--- config.mk ---
export PLATFORM = sky130hd
export DESIGN_NAME = trimCalSeq
export DESIGN_NICKNAME = d
export VERILOG_FILES = /design/src/rtl/trimcal_pkg.sv /design/src/rtl/trimcal_best.sv /design/src/rtl/trimcal_dp.sv /design/src/rtl/trimcal_ctrl.sv /design/src/rtl/trimCalSeq.sv
export SDC_FILE = /design/constraint.sdc
export NUM_CORES = 2
export LEC_CHECK = 0
export ABC_AREA = 1
export BUFFER_PORTS_ARGS = -buffer_cell sky130_fd_sc_hd__buf_4
export CAP_MARGIN = 10
export CORE_UTILIZATION = 25
export CTS_BUF_LIST = sky130_fd_sc_hd__clkbuf_8
export DETAILED_ROUTE_END_ITERATION = 10
export MAX_ROUTING_LAYER = met4
export SYNTH_ARGS = -nofsm -noshare
export SYNTH_HDL_FRONTEND = slang
export SYNTH_SLANG_ARGS = --single-unit
--- constraint.sdc ---
create_clock -name clk -period 8.5 [get_ports clk]
set_input_delay 1.275 -clock clk [delete_from_list [all_inputs] [get_ports clk]]
set_output_delay 1.275 -clock clk [all_outputs]
set_load 0.01 [all_outputs]
--- src/rtl/trimcal_pkg.sv ---
package trimcal_pkg;

  typedef enum logic [2:0] {
    ST_IDLE,
    ST_START,
    ST_SETTLE,
    ST_ACCUM,
    ST_EVAL,
    ST_DONE
  } calState_t;

  // strobes from sequencing control to the measurement datapath
  typedef struct packed {
    logic clearAcc;
    logic accumEn;
    logic evalEn;
    logic phaseCm;
    logic firstCode;
  } dpCtrl_t;

endpackage

--- src/rtl/trimcal_best.sv ---
// Keeps the code with the smallest metric seen in one sweep; ties keep the earlier code.
module trimcal_best #(
  parameter int CODE_W = 4,
  parameter int MET_W  = 46
) (
  input  logic              clk,
  input  logic              rstN,
  input  logic              evalEn,
  input  logic              firstCode,
  input  logic [CODE_W-1:0] code,
  input  logic [MET_W-1:0]  metric,
  output logic [CODE_W-1:0] bestCode,
  output logic [MET_W-1:0]  bestMetric
);

  logic takeIt;
  assign takeIt = evalEn && (firstCode || (metric < bestMetric));

  always_ff @(posedge clk) begin
    if (!rstN) begin
      bestCode   <= '0;
      bestMetric <= '0;
    end else if (takeIt) begin
      bestCode   <= code;
      bestMetric <= metric;
    end
  end

endmodule

--- src/rtl/trimcal_dp.sv ---
module trimcal_dp
  import trimcal_pkg::*;
#(
  parameter int SAMPLE_W = 16,
  parameter int CODE_W   = 4,
  parameter int ACC_W    = 46
) (
  input  logic                       clk,
  input  logic                       rstN,
  input  dpCtrl_t                    dpCtl,
  input  logic signed [SAMPLE_W-1:0] sampleIn,
  input  logic [CODE_W-1:0]          sweepCode,
  input  logic [ACC_W-1:0]           targetEnergy,
  input  logic [ACC_W-1:0]           gainErrLimit,
  input  logic [ACC_W-1:0]           cmEnergyLimit,
  input  logic                       calDone,
  output logic [CODE_W-1:0]          bestGainCode,
  output logic [CODE_W-1:0]          bestCmCode,
  output logic                       calPass
);

  localparam int NUM_PHASES = 2;
  localparam int SQ_W       = 2 * SAMPLE_W;

  logic [ACC_W-1:0]        acc;
  logic signed [SQ_W-1:0]  sq;
  logic [ACC_W-1:0]        gainErr;
  logic [ACC_W-1:0]        metric     [NUM_PHASES];
  logic [CODE_W-1:0]       bestCodeP  [NUM_PHASES];
  logic [ACC_W-1:0]        bestMetP   [NUM_PHASES];

  assign sq = sampleIn * sampleIn;

  // energy accumulator
  always_ff @(posedge clk) begin
    if (!rstN) begin
      acc <= '0;
    end else if (dpCtl.clearAcc) begin
      acc <= '0;
    end else if (dpCtl.accumEn) begin
      acc <= acc + ACC_W'($unsigned(sq));
    end
  end

  // distance of the measured energy from the target
  assign gainErr = (acc >= targetEnergy) ? (acc - targetEnergy) : (targetEnergy - acc);

  assign metric[0] = gainErr;   // gain phase: closeness to target
  assign metric[1] = acc;       // common-mode phase: raw energy

  for (genvar p = 0; p < NUM_PHASES; p++) begin : gPhase
    trimcal_best #(
      .CODE_W (CODE_W),
      .MET_W  (ACC_W)
    ) best_i (
      .clk        (clk),
      .rstN       (rstN),
      .evalEn     (dpCtl.evalEn && (dpCtl.phaseCm == 1'(p))),
      .firstCode  (dpCtl.firstCode),
      .code       (sweepCode),
      .metric     (metric[p]),
      .bestCode   (bestCodeP[p]),
      .bestMetric (bestMetP[p])
    );
  end

  assign bestGainCode = bestCodeP[0];
  assign bestCmCode   = bestCodeP[1];
  assign calPass      = calDone && (bestMetP[0] <= gainErrLimit) && (bestMetP[1] <= cmEnergyLimit);

endmodule

--- src/rtl/trimcal_ctrl.sv ---
module trimcal_ctrl
  import trimcal_pkg::*;
#(
  parameter int CODE_W   = 4,
  parameter int SPP_W    = 8,
  parameter int SETTLE_W = 8,
  parameter int PERIODS  = 50,
  parameter int WIN_W    = 14
) (
  input  logic                clk,
  input  logic                rstN,
  input  logic                sampleValid,
  input  logic [SPP_W-1:0]    samplesPerPeriod,
  input  logic [SETTLE_W-1:0] settleCount,
  input  logic [CODE_W-1:0]   bestGainCode,
  input  logic [CODE_W-1:0]   bestCmCode,
  output dpCtrl_t             dpCtl,
  output logic [CODE_W-1:0]   sweepCode,
  output logic [CODE_W-1:0]   gainTrim,
  output logic [CODE_W-1:0]   cmTrim,
  output logic                routeStim,
  output logic                routeARef,
  output logic                routeAB,
  output logic                calDone
);

  localparam int CNT_W = (WIN_W > SETTLE_W) ? WIN_W : SETTLE_W;
  localparam logic [CODE_W-1:0] LAST_CODE = '1;

  calState_t         state, stateNxt;
  logic              phaseCm, phaseNxt;
  logic [CODE_W-1:0] code, codeNxt;
  logic [CNT_W-1:0]  cnt, cntNxt;
  logic [SPP_W-1:0]  sppEff;
  logic [CNT_W-1:0]  winLen;
  logic [CNT_W-1:0]  settleLen;
  calState_t         afterChange;
  logic              active;

  assign sppEff      = (samplesPerPeriod == '0) ? SPP_W'(1) : samplesPerPeriod;
  assign winLen      = CNT_W'(PERIODS) * CNT_W'(sppEff);
  assign settleLen   = CNT_W'(settleCount);
  assign afterChange = (settleLen == '0) ? ST_ACCUM : ST_SETTLE;

  always_comb begin
    stateNxt        = state;
    phaseNxt        = phaseCm;
    codeNxt         = code;
    cntNxt          = cnt;
    dpCtl           = '0;
    dpCtl.phaseCm   = phaseCm;
    dpCtl.firstCode = (code == '0);
    unique case (state)
      ST_IDLE: stateNxt = ST_START;
      ST_START: begin
        dpCtl.clearAcc = 1'b1;
        cntNxt         = '0;
        stateNxt       = afterChange;
      end
      ST_SETTLE: begin
        if (sampleValid) begin
          if (cnt == settleLen - 1'b1) begin
            cntNxt   = '0;
            stateNxt = ST_ACCUM;
          end else begin
            cntNxt = cnt + 1'b1;
          end
        end
      end
      ST_ACCUM: begin
        if (sampleValid) begin
          dpCtl.accumEn = 1'b1;
          if (cnt == winLen - 1'b1) begin
            cntNxt   = '0;
            stateNxt = ST_EVAL;
          end else begin
            cntNxt = cnt + 1'b1;
          end
        end
      end
      ST_EVAL: begin
        dpCtl.evalEn   = 1'b1;
        dpCtl.clearAcc = 1'b1;
        if (code == LAST_CODE) begin
          codeNxt = '0;
          if (phaseCm) begin
            stateNxt = ST_DONE;
          end else begin
            phaseNxt = 1'b1;
            stateNxt = afterChange;
          end
        end else begin
          codeNxt  = code + 1'b1;
          stateNxt = afterChange;
        end
      end
      ST_DONE: stateNxt = ST_DONE;
      default: stateNxt = ST_IDLE;
    endcase
  end

  always_ff @(posedge clk) begin
    if (!rstN) begin
      state   <= ST_IDLE;
      phaseCm <= 1'b0;
      code    <= '0;
      cnt     <= '0;
    end else begin
      state   <= stateNxt;
      phaseCm <= phaseNxt;
      code    <= codeNxt;
      cnt     <= cntNxt;
    end
  end

  assign active    = (state == ST_START) || (state == ST_SETTLE) ||
                     (state == ST_ACCUM) || (state == ST_EVAL);
  assign routeStim = active;
  assign routeARef = active && !phaseCm;
  assign routeAB   = active && phaseCm;
  assign calDone   = (state == ST_DONE);
  assign sweepCode = code;
  assign gainTrim  = phaseCm ? bestGainCode : code;
  assign cmTrim    = calDone ? bestCmCode : (phaseCm ? code : '0);

endmodule

--- src/rtl/trimCalSeq.sv ---
module trimCalSeq
  import trimcal_pkg::*;
#(
  parameter int SAMPLE_W = 16,
  parameter int CODE_W   = 4,
  parameter int SPP_W    = 8,
  parameter int SETTLE_W = 8,
  parameter int PERIODS  = 50,
  // derived from the parameters above; keep at its default
  parameter int ACC_W    = 2 * SAMPLE_W + $clog2(PERIODS * ((1 << SPP_W) - 1) + 1)
) (
  input  logic                       clk,
  input  logic                       rstN,
  input  logic signed [SAMPLE_W-1:0] sampleIn,
  input  logic                       sampleValid,
  input  logic [SPP_W-1:0]           samplesPerPeriod,
  input  logic [SETTLE_W-1:0]        settleCount,
  input  logic [ACC_W-1:0]           targetEnergy,
  input  logic [ACC_W-1:0]           gainErrLimit,
  input  logic [ACC_W-1:0]           cmEnergyLimit,
  output logic                       routeStim,
  output logic                       routeARef,
  output logic                       routeAB,
  output logic [CODE_W-1:0]          gainTrim,
  output logic [CODE_W-1:0]          cmTrim,
  output logic                       calDone,
  output logic                       calPass
);

  localparam int WIN_W = $clog2(PERIODS * ((1 << SPP_W) - 1) + 1);

  dpCtrl_t           dpCtl;
  logic [CODE_W-1:0] sweepCode;
  logic [CODE_W-1:0] bestGainCode;
  logic [CODE_W-1:0] bestCmCode;

  trimcal_ctrl #(
    .CODE_W   (CODE_W),
    .SPP_W    (SPP_W),
    .SETTLE_W (SETTLE_W),
    .PERIODS  (PERIODS),
    .WIN_W    (WIN_W)
  ) ctrl_i (
    .clk              (clk),
    .rstN             (rstN),
    .sampleValid      (sampleValid),
    .samplesPerPeriod (samplesPerPeriod),
    .settleCount      (settleCount),
    .bestGainCode     (bestGainCode),
    .bestCmCode       (bestCmCode),
    .dpCtl            (dpCtl),
    .sweepCode        (sweepCode),
    .gainTrim         (gainTrim),
    .cmTrim           (cmTrim),
    .routeStim        (routeStim),
    .routeARef        (routeARef),
    .routeAB          (routeAB),
    .calDone          (calDone)
  );

  trimcal_dp #(
    .SAMPLE_W (SAMPLE_W),
    .CODE_W   (CODE_W),
    .ACC_W    (ACC_W)
  ) dp_i (
    .clk           (clk),
    .rstN          (rstN),
    .dpCtl         (dpCtl),
    .sampleIn      (sampleIn),
    .sweepCode     (sweepCode),
    .targetEnergy  (targetEnergy),
    .gainErrLimit  (gainErrLimit),
    .cmEnergyLimit (cmEnergyLimit),
    .calDone       (calDone),
    .bestGainCode  (bestGainCode),
    .bestCmCode    (bestCmCode),
    .calPass       (calPass)
  );

endmodule

Word level (Yosys, flattened, before mapping) --
Index checks and enable logic that the tools add are counted.
Cells by class: add/sub/neg operators 7, multipliers 2, $lt $le $gt $ge 5, eq/ne operators 12, multiplexer cells 23, bitwise logic cells 2, reductions and logical operators 24
Operator list (count):
- $le 46x46->1 | 2
- $lt 46x46->1 | 2
- $sub 46x46->46 | 2
- $mux 14 | 4
- $add 46x32->46 | 1
- $ge 46x46->1 | 1
- $mux 46 | 1
- $pmux 14 s3 | 1
- $mul 16x16->32 | 1
- $eq 14x14->1 | 2
- $mux 3 | 6
- $pmux 3 s6 | 1
- $mux 4 | 4
- $add 14x1->14 const B | 1
- $logic_not 14->1 | 1
- $sub 14x1->14 const B | 1
- $mul 5x8->13 const A | 1
- $sub 8x1->9 const B | 1
- $logic_and 1x1->1 | 8
- $logic_not 8->1 | 1
- $mux 8 | 1
- $eq 3x2->1 const B | 2
- $eq 3x3->1 const B | 2
- $logic_or 1x1->1 | 5
- 15 further kinds | 23
Storage, ports and cells: register bits 168, output and inout bits 13, word-level logic and storage cells 84

Longest topological paths before layout --
depth after elaboration 8, depth in mapped cells 38

By module --
From an unflattened synthesis, not the netlist that was laid out.
Unflattened totals: cells, all modules 5773, area, all modules 34893.5 um^2
By module, submodules not included:
- trimcal_dp | instances 1, cells an instance 4164, area each 24718.7 um^2, sequential area each 920.9 um^2
- trimcal_best | instances 2, cells an instance 550, area each 3542.1 um^2, sequential area each 1001.0 um^2
- trimcal_ctrl | instances 1, cells an instance 509, area each 3090.5 um^2, sequential area each 440.4 um^2

Worst setup path after synthesis --
No wires, ideal clock.
path type in2reg, start point input port sampleIn[3], end point register dp_i.acc[39], data arrival time 8.194 ns, setup slack 0.191 ns, stages 32, buffers on the path 2, cells stage by stage clkbuf_1 > clkbuf_1 > nand2_1 > inv_1 > fa_1 > inv_1 > fa_1 > inv_1 > fa_1 > fa_1 > fa_1 > inv_1 > fa_1 > inv_1 > ha_1 > nand2_1 > nor4_1 > nand3_1 > nand3_1 > a31o_2 > a31oi_1 > xnor2_1 > ha_1 > a21o_1 > a21boi_0 > o21ai_0 > a21oi_1 > inv_1 > nand3_1 > nand2_1 > a21oi_1 > nor2_1
Between the ends: cells in the longest elaborated chain, start to end 2
Ends and longest elaborated chain:
- start, declared | RTL line trimCalSeq.sv:14 | input logic signed [SAMPLE_W-1:0] sampleIn,
- $mul 16x16->32 | RTL line trimcal_dp.sv:32 | assign sq = sampleIn * sampleIn;
- $add 46x32->46 | RTL line trimcal_dp.sv:41 | acc <= acc + ACC_W'($unsigned(sq));
- end signal, assigned | RTL line trimcal_dp.sv:41
- end, declared | RTL line trimcal_dp.sv:25 | logic [ACC_W-1:0] acc;
Every way passes these cells. A chain may end at the register's enable or synchronous reset.

Worst setup path in the final report --
start point input port sampleIn[15], end point register dp_i.acc[43]
The elaborated chain is that of the path after synthesis.

==> impl_results.md <==
- Effective utilization at floorplan: 25.3%
- Area of the core: 122000 um^2
- Min-Delay Startpoint: dp_i.gPhase[1].best_i.bestCode[2]
- Final ANT Viol Nets: 0
- Clock-pin slew on the worst setup and hold paths: around 0.11 ns
- Detailed-route via count: 29000
- Via count of the first global-routing pass: 28200
- Tot GR Track Use: 16.6%
- Clock root buffer master: clkbuf_8
- WL/cell: about 16 um
- Largest net degree at the start of global routing: 85
- Num CTS Buffers: 17
- Antenna violations before repair: 10
- Yosys reg bits: around 170
- Peak clock frequency supported by timing: 127 MHz
- Critical Path Fanout Max: 22
- Tightest slew margin relative to the limit: between 30% and 40%
- Synth cell types: 62
- Syn-to-layout area delta: 12.2%
- Via density per instance: 4.55
- CP startpoint: sampleIn[15]
- Net count reported at finish: 5566
- Flop2flop setup slack: 3.21 ns
- Crit path kind: input pin to register
- Maxcap violations: 0
- Placed wire-length estimate: 88.4 mm
- Critical register-to-register path startpoint: dp_i.acc[0]
- Type of the tightest min-delay check: register to register
- Total die area: 125000 um^2
- Min setup slack post-route: around 0.65 ns
- Top-level I/O count: 186
- Share of layout cells above drive strength 1: 8.79%
- Placed instance area: 34300 um^2
- Final setup viols: 0
- Sort of element at the start of the critical path: input pin
- Total DRC errors in the routed layout: 0
- Post-route standard cell area excluding fillers: 34700 um^2
- Bufs on Longest Clock Path: 2
- Post-synth design cell area: 30900 um^2
- CTS tree: done
- Cell count after synthesis: roughly 4600
- FILL cells: 13600
- Worst setup slack after placement: 0.0473 ns
- Critical Path Sink Type: register
- Number of placement rows: 128
- Minimum period implied by the final worst setup slack: 7.85 ns
- Drt pass-1 iters: 5
- CTS sink cnt: 168
- Routability congestion estimate from global placement: 0.973
- Required time of the critical path: 8.98 ns
- Final worst clock skew: 0.0276 ns
- Worst-Margin Slew: 0.998 ns
- Die Height: between 300 and 400 um
- Total Routed Length: 102 mm
- Top cells by area, synth: ha_1, fa_1, inv_1, dfxtp_1, nand2_1
- Final Hold Slack: 0.494 ns
- Drt initial violations: 1940
- Data arrival at the endpoint of the critical path: 8.33 ns
- Post-route fraction of the period consumed by the critical path: approximately 92%
- Wire length of the first global-routing pass: 158 mm
- Sum of overflow across all layers after global routing: 0
- Delay of the slowest critical-path stage: 0.60 ns
- Count of flip-flops with a built-in enable after synthesis: 0
- Dominant synthesized flop cell: dfxtp_1
- Outcome: finished clean
- Net Count, Synth: between 5000 and 6000
- Die width: 354 um
- Maximum level of the CTS H-tree: 4
- Total Negative Setup Slacks: 0 ns
- Clock latency at the later pin of the worst-skew pair: 0.59 ns
- Share of flip-flops with an asynchronous set or reset after synthesis: 0%
- Synthesis warning total: 0
- Port buffer count: about 190
- Avg Cell Area, Syn: approximately 6.8 um^2
- Final-report max-slew violation count: 0
- RSZ-0062 raised after global routing: no
- Final Hold Viols: 0
- Most area-hungry cell type in the Yosys netlist: ha_1
- Critical-path top delay cell: fa_1
- Share of the yosys chip area belonging to registers: between 10 and 15%
- Yosys top cell area share: ~17%
state kept, by name, summed over array words and instances, names as in the netlist:
signal,count
dp_i.gPhase.best_i.bestCode,8
ctrl_i.state,3
dp_i.gPhase.best_i.bestMetric,92
ctrl_i.sweepCode,4
dp_i.acc,46
ctrl_i.cnt,14
ctrl_i.phaseCm,1
cells in the mapped netlist, types with 45 or more instances:
cell type and count:
o21ai_0 203, fa_1 242, xnor2_1 45, nand2_1 867, nor2_1 346, xor2_1 135
nand4_1 46, nor2_2 51, ha_1 431, clkbuf_1 81, nor3_1 45, nand3_1 168
dfxtp_1 168, inv_1 1002, a21oi_1 409
what timing repair did:
action	4_1_cts	5_1_grt
buffers inserted	0	0
hold buffers	0	0
gates resized for setup	0	1
endpoints found under the setup margin	0	4
final timing paths:
| check | end | depth (start not counted) |
|---|---|---|
| max | dp_i.acc[43] | 33 |
| max reg2reg | dp_i.gPhase[0].best_i.bestMetric[37] | 27 |
| min reg2reg | dp_i.gPhase[1].best_i.bestCode[2] | 2 |
| min | dp_i.gPhase[1].best_i.bestCode[2] | 2 |
cells by family after synthesis:
kind of cell,after synthesis,share of synthesized area (%)
DFF,168,10.9
AOI/OAI and AO/OA,792,14.2
and+or+nand+nor,1611,22.4
adders and majority gates,673,33.1
buffers and inverters,1150,14.3
xor gates and xnor gates,180,5.10
cell usage in the layout (no fill, tap or decap), drive strengths merged, types with 15 or more instances in the layout:
cell / n
nand4: 47
nand3: 170
xor2: 135
dfxtp: 168
o21bai: 34
clkbuf: 17
o21a: 15
buf: 245
a21o: 20
nor4: 19
nor3: 48
and2: 26
ha: 431
a31oi: 18
inv: 1037
xnor2: 45
nor2: 399
fa: 242
nand2: 886
o21ai: 226
a21oi: 412
worst max-delay path: cells and delay by family:
kind / cells / cell delay (ns)
AOI/OAI and AO/OA: 3 / 0.44
xor gates and xnor gates: 1 / 0.07
adders and majority gates: 8 / 3.85
buffers and inverters: 8 / 0.69
and+or+nand+nor: 13 / 1.97
area by class of cell:
cell class | instances | area, um^2 | share of cell area, %
Antenna cell | 8 | 20.0 | 0.0577
Clock buffer | 17 | 234 | 0.675
Clock inverter | 15 | 165 | 0.476
Inverter | 1032 | 3880 | 11.2
Multi-Input combinational cell | 3256 | 23100 | 66.7
Sequential cell | 168 | 3360 | 9.70
Tap cell | 1625 | 2030 | 5.86
Timing Repair Buffer | 245 | 1850 | 5.34
per-layer routing:
metal / global-route usage, % / share of wire, % / vias to the layer above
li1: - / - / 14700
met1: 22.8 / 48 / 13500
met2: 25.6 / 44 / 710
met3: 1.89 / 5.4 / 95
met4: 4.71 / 2.4 / 0
met5: - / 0 / -
per-stage QoR:
stage / util, % / cells
2_1_floorplan: - / 4574
3_3_place_gp: 28.0 / 6326
3_5_place_dp: 28.0 / 6326
4_1_cts: 28.4 / 6358
5_1_grt: 28.4 / 6366
6_report: 28.4 / 6366
Power is not shown: default switching activity piles up to over one toggle a cycle in this logic, so the estimate is an artifact.
